File: src/rtl/tdm_slot_pkg.sv
package tdm_slot_pkg;
  typedef enum logic [1:0] {
    PH_IDLE  = 2'd0,
    PH_DELAY = 2'd1,
    PH_SLOT  = 2'd2,
    PH_DONE  = 2'd3
  } phase_e;
endpackage

File: src/rtl/tdm_frame_seq.sv
module tdm_frame_seq
  import tdm_slot_pkg::*;
#(
  parameter int NCH  = 128,
  parameter int CHW  = $clog2(NCH),
  parameter int WLW  = 5,
  parameter int DLYW = 8,
  parameter int WSW  = 4,
  parameter int GRP  = 8
) (
  input  logic            clk,
  input  logic            rst,
  input  logic            sclk_en,
  input  logic            fs_det,
  input  logic            run,
  input  logic [WLW-1:0]  word_len,
  input  logic [DLYW-1:0] frame_dly,
  input  logic [CHW-1:0]  win_off,
  input  logic [WSW-1:0]  win_size,
  output logic [CHW-1:0]  ch_q,
  output logic            busy_q,
  output logic [CHW-1:0]  nxt_ch,
  output logic            nxt_busy
);
  localparam int SW = CHW + 2;

  phase_e          ph_q, ph_n;
  logic [DLYW-1:0] dly_q, dly_n;
  logic [WLW-1:0]  bit_q, bit_n;
  logic [CHW-1:0]  ch_n;
  logic [SW-1:0]   span_end;
  logic [CHW-1:0]  last_ch;

  // last channel of the window, capped to the map size
  always_comb begin
    span_end = {2'b00, win_off} + (SW'(win_size) + SW'(1)) * SW'(GRP) - SW'(1);
    last_ch  = (span_end > SW'(NCH - 1)) ? CHW'(NCH - 1) : span_end[CHW-1:0];
  end

  always_comb begin
    ph_n  = ph_q;
    dly_n = dly_q;
    bit_n = bit_q;
    ch_n  = ch_q;
    if (!run) begin
      ph_n  = PH_IDLE;
      dly_n = '0;
      bit_n = '0;
      ch_n  = '0;
    end else if (sclk_en) begin
      if (fs_det) begin
        dly_n = frame_dly;
        bit_n = '0;
        ch_n  = '0;
        ph_n  = (frame_dly == '0) ? PH_SLOT : PH_DELAY;
      end else begin
        case (ph_q)
          PH_DELAY: begin
            if (dly_q <= DLYW'(1)) begin
              ph_n  = PH_SLOT;
              bit_n = '0;
              ch_n  = '0;
            end else begin
              dly_n = dly_q - DLYW'(1);
            end
          end
          PH_SLOT: begin
            if (bit_q == word_len) begin
              bit_n = '0;
              if (ch_q == last_ch) begin
                ph_n = PH_DONE;
                ch_n = '0;
              end else begin
                ch_n = ch_q + CHW'(1);
              end
            end else begin
              bit_n = bit_q + WLW'(1);
            end
          end
          default: ;
        endcase
      end
    end
  end

  always_ff @(posedge clk) begin
    if (rst) begin
      ph_q  <= PH_IDLE;
      dly_q <= '0;
      bit_q <= '0;
      ch_q  <= '0;
    end else begin
      ph_q  <= ph_n;
      dly_q <= dly_n;
      bit_q <= bit_n;
      ch_q  <= ch_n;
    end
  end

  assign busy_q   = (ph_q == PH_SLOT);
  assign nxt_ch   = ch_n;
  assign nxt_busy = (ph_n == PH_SLOT);
endmodule

File: src/rtl/tdm_slot_lookup.sv
module tdm_slot_lookup #(
  parameter int NCH = 128,
  parameter int CHW = $clog2(NCH)
) (
  input  logic [CHW-1:0] ch,
  input  logic           busy,
  input  logic [CHW-1:0] win_off,
  input  logic [NCH-1:0] ch_map,
  output logic           hit
);
  assign hit = busy && (ch >= win_off) && ch_map[ch];
endmodule

File: src/rtl/tdm_slot_selector.sv
module tdm_slot_selector #(
  parameter int NCH  = 128,
  parameter int WLW  = 5,
  parameter int DLYW = 8,
  parameter int WSW  = 4,
  parameter int GRP  = 8,
  localparam int CHW = $clog2(NCH)
) (
  input  logic            clk,
  input  logic            rst,
  input  logic            sclk_en,
  input  logic            fs_det,
  input  logic            mc_en,
  input  logic [WLW-1:0]  word_len,
  input  logic [DLYW-1:0] frame_dly,
  input  logic [CHW-1:0]  win_off,
  input  logic [WSW-1:0]  win_size,
  input  logic [NCH-1:0]  ch_map,
  output logic            slot_en,
  output logic            ch_busy,
  output logic [CHW-1:0]  ch_idx
);
  logic [CHW-1:0] nxt_ch;
  logic           nxt_busy;
  logic           nxt_hit;
  logic           slot_en_q;

  tdm_frame_seq #(
    .NCH(NCH), .CHW(CHW), .WLW(WLW), .DLYW(DLYW), .WSW(WSW), .GRP(GRP)
  ) u_seq (
    .clk(clk), .rst(rst), .sclk_en(sclk_en), .fs_det(fs_det), .run(mc_en),
    .word_len(word_len), .frame_dly(frame_dly), .win_off(win_off),
    .win_size(win_size), .ch_q(ch_idx), .busy_q(ch_busy),
    .nxt_ch(nxt_ch), .nxt_busy(nxt_busy)
  );

  tdm_slot_lookup #(.NCH(NCH), .CHW(CHW)) u_lookup (
    .ch(nxt_ch), .busy(nxt_busy), .win_off(win_off), .ch_map(ch_map),
    .hit(nxt_hit)
  );

  // enable is registered from the next slot state so it lines up with ch_idx
  always_ff @(posedge clk) begin
    if (rst) slot_en_q <= 1'b0;
    else     slot_en_q <= mc_en ? nxt_hit : 1'b1;
  end

  assign slot_en = slot_en_q;
endmodule

File: config.mk
export PLATFORM = sky130hd
export DESIGN_NAME = tdm_slot_selector
export DESIGN_NICKNAME = d
export VERILOG_FILES = /design/src/rtl/tdm_slot_pkg.sv /design/src/rtl/tdm_frame_seq.sv /design/src/rtl/tdm_slot_lookup.sv /design/src/rtl/tdm_slot_selector.sv
export SDC_FILE = /design/constraint.sdc
export NUM_CORES = 1
export LEC_CHECK = 0
export BUFFER_PORTS_ARGS = -buffer_cell sky130_fd_sc_hd__buf_4
export CAP_MARGIN = 30
export CORE_UTILIZATION = 45
export DETAILED_ROUTE_END_ITERATION = 10
export PLACE_DENSITY = 0.77
export SYNTH_ARGS = -nofsm -noshare
export SYNTH_HDL_FRONTEND = slang
export SYNTH_HIERARCHICAL = 1
export SYNTH_SLANG_ARGS = --single-unit
File: constraint.sdc
create_clock -name clk -period 6.8 [get_ports clk]
set_input_delay 1.02 -clock clk [delete_from_list [all_inputs] [get_ports clk]]
set_output_delay 1.02 -clock clk [all_outputs]
set_load 0.05 [all_outputs]
==> impl_metrics.ini <==
[final_layout]
diodes = 0
instances_no_fill = 675
fin_nets = 759
layout-drive-gt1-share = 0.346
final_util = 0.638
area_growth_syn_to_layout_pct = 36.0

[sta]
rsz0062_at_grt = false
setup_tns_ps = 0
timing.final.crit_period_ps = 5820
slew_violations = 0
relSlewSlack = 0.472
setup_viol = 0
fmax_ghz = 0.172
finalHoldViolCount = 0
worst_pin_slew_ps = 792
fin_crit_sh = 0.856
fin_ws_ps = 980
finClkSkew_ps = 3.50
hold_slack_ps = 518

[critical_path]
r2r_slack_ps = 2460
path_cells = buf_4, ha_1, xnor2_1, ha_1, inv_1, ha_1, o21a_1, nor2b_1, mux2i_1, nand4b_2, o21ai_0, a22o_1, nor4_2, or3_1, o31ai_4, buf_12, mux4_1, mux2i_1, o22ai_1, or3_1, o211ai_2, a211oi_2, inv_1, a21oi_2
worstPathArrival_ps = 5990
crit_top_cell = ha_1
cp_slowest_stage_delay_ps = 580
cp.required_ps = 6970
r2r_cells = 16
crit_family = compound AO/OA/AOI/OAI gates
setup.worst_path.end = slot_en$_SDFF_PP0_
crit_buf_inv = 4
reg2reg_to = slot_en$_SDFF_PP0_
worstPathMaxFanout = 16
critPathCaptureType = flip-flop
cp_slowest_cell = o31ai_4
r2r_start = u_seq/dly_q[3]$_SDFFE_PP0P_
crit_path_start_kind = input port
crit_type = in -> reg
crit_cells = 24
cp-startpoint = win_size[0]

[clocking]
cts_setup_buffers = 0
cts.root.buffer_cell = clkbuf_8
htree_levels = 1
clock_path_buffers = 2
clock_sinks = 23
tritoncts = done
ctsResizeCount = 0
cts_hold_buf = 0
numCtsBuffers = 3
path_clk_slew_ps = 80
clk-insertion-delay-late_ps = 260

[hold_path]
worstHoldPathCells = 2
hold_class = reg -> reg

[synth]
ys_types = 74
synth_edf_count = 0
synth_area_um2 = 3660
syn_nets = 607
ys_seq_elements = 23
syn_inst = 422
yosysSeqAreaShare = 0.126
synth-main-ff-cell = dfxtp_1
synth_area_per_cell_um2 = 8.68
ys_async_sr_fraction = 0
yosysWarnings = 6

[routing]
ant_nets = 0
drt_iter0_drc = 202
drt_first_pass_iters = 5
drt-wirelength-per-cell_um = 16.5
drt_wl_total_mm = 11.1
vias = 3935
via_per_inst = 5.83
drc = 0

[place]
hpwl_mm = 9.27
place_inst = 671
port_buffers = 165
gp_congestion = 0.887
pre_cts_ws_ps = 725

[power]
power.density_nw_per_um2 = 89.5
p_leak_uw = 0.00223
ir_drop_mv = 0.0693

[die]
start_util = 0.469
io_pins = 166
die_area_um2 = 8510
coreArea_um2 = 7810
fp.dieW_um = 92.2
die_h_um = 92.2
rows = 32

[status]
status = completed

[global_route]
grt_pass1_wl_mm = 17.2
antenna_found_initial = 0
first_global_vias = 3717
gr-total-overflow = 0
track_usage = 0.252
grt_max_degree = 36

[flow_run]
drv_cap = 0
==> kinds of logic after synthesis <==
group                    count (synthesis)  share of synthesized area
AO/OA/AOI/OAI                          105                      0.201
buffers and inverters                   60                     0.0850
XOR/XNOR                                18                     0.0430
flip-flops                              23                      0.126
multiplexers                            45                      0.248
AND/OR/NAND/NOR                        143                      0.200
adder cells (fa/ha/maj)                 28                     0.0977
==> registers in the layout, summed over array words and instances, names as in the netlist <==
register	count
u_seq/ph_q	2
u_seq/bit_q	5
u_seq/ch_q	7
slot_en	1
u_seq/dly_q	8
==> worst reg2reg max path, cell delays in order, from the launching register on <==
cell	delay, ps
dfxtp_1	400
or4_1	610
nor4_1	400
nor2b_1	190
nor2_1	120
o21ai_0	130
and2_1	260
o21ai_0	320
o31ai_4	250
mux4_1	410
nor2_1	70
o311ai_2	390
a21oi_1	110
a211o_1	290
a211oi_2	170
inv_1	70
a21oi_2	110
==> cell usage after synthesis, types with 4 or more instances <==
cell	number	area, um2
mux4_1	22	578
buf_1	4	15.0
or3_1	4	25.0
dfxtp_1	23	460
xor2_1	7	61.3
a2111oi_0	6	52.6
clkbuf_1	5	18.8
xnor2_1	11	96.3
ha_1	27	338
nand4_1	5	31.3
nor3_1	12	60.1
nor2b_1	9	56.3
a21o_1	9	67.6
a22oi_1	5	37.5
o21ai_0	21	105
nor4_1	6	37.5
a21oi_1	21	105
nand2b_1	7	43.8
inv_1	36	135
mux4_2	8	180
mux2i_1	15	150
nor2_1	46	173
buf_4	5	37.5
nand2_1	29	109
nand3_1	5	25.0
==> report_power, final <==
part / internal, uW / switching [uW] / leakage, uW
clock: 41.8 / 41.9 / 0.0000228
combinational: 124 / 98.7 / 0.00202
sequential: 137 / 2.27 / 0.000186
==> placed cells by master, fill, tap and decap left out, types with 6 or more instances in the layout <==
| cell | count |
|---|---|
| o21ai_0 | 21 |
| mux4_2 | 8 |
| mux4_1 | 22 |
| dfxtp_1 | 23 |
| nor2b_1 | 8 |
| nor2_1 | 46 |
| a21oi_1 | 21 |
| xnor2_1 | 11 |
| nand2b_1 | 7 |
| a2111oi_0 | 6 |
| mux2i_1 | 15 |
| buf_4 | 167 |
| ha_1 | 27 |
| nor4_1 | 6 |
| nand2_1 | 29 |
| xor2_1 | 7 |
| a21o_1 | 9 |
| inv_1 | 36 |
| nor3_1 | 12 |
==> worst min path at each step <==
| stage | start | to | slack, ps |
|---|---|---|---|
| after floorplan | u_seq/dly_q[6]$_SDFFE_PP0P_ | u_seq/dly_q[6]$_SDFFE_PP0P_ | 470 |
| after global placement | u_seq/dly_q[7]$_SDFFE_PP0P_ | u_seq/dly_q[7]$_SDFFE_PP0P_ | 500 |
| after detailed placement | u_seq/bit_q[1]$_SDFFE_PP0P_ | u_seq/bit_q[1]$_SDFFE_PP0P_ | 500 |
| after CTS | u_seq/bit_q[1]$_SDFFE_PP0P_ | u_seq/bit_q[1]$_SDFFE_PP0P_ | 510 |
| after global routing | u_seq/bit_q[1]$_SDFFE_PP0P_ | u_seq/bit_q[1]$_SDFFE_PP0P_ | 550 |
| final | u_seq/bit_q[1]$_SDFFE_PP0P_ | u_seq/bit_q[1]$_SDFFE_PP0P_ | 520 |
==> per-stage QoR <==
| stage | total power (uW) | area (um2) |
|---|---|---|
| final | 446 | 4980 |
| after floorplan | 264 | 3660 |
| after global routing | 474 | 4980 |
| after CTS | 446 | 4980 |
| after global placement | 355 | 4940 |
| after detailed placement | 362 | 4940 |
==> cell type report <==
cell class	instances	area, um2
clock buffer	4	45.0
fill	671	2830
inverter	38	143
multi-input combinational	339	2910
sequential	23	460
tap	102	128
timing repair buffer	169	1290
==> layer usage <==
metal | vias to the layer above | track usage | part of all wire
met3 | 8 | 0.0423 | 0.063
met4 | 0 | 0.0417 | 0.0080
met1 | 1855 | 0.307 | 0.39
met5 | - | 0 | 0
li1 | 1896 | - | -
met2 | 176 | 0.466 | 0.54
Power figures use the tool's default switching activity.
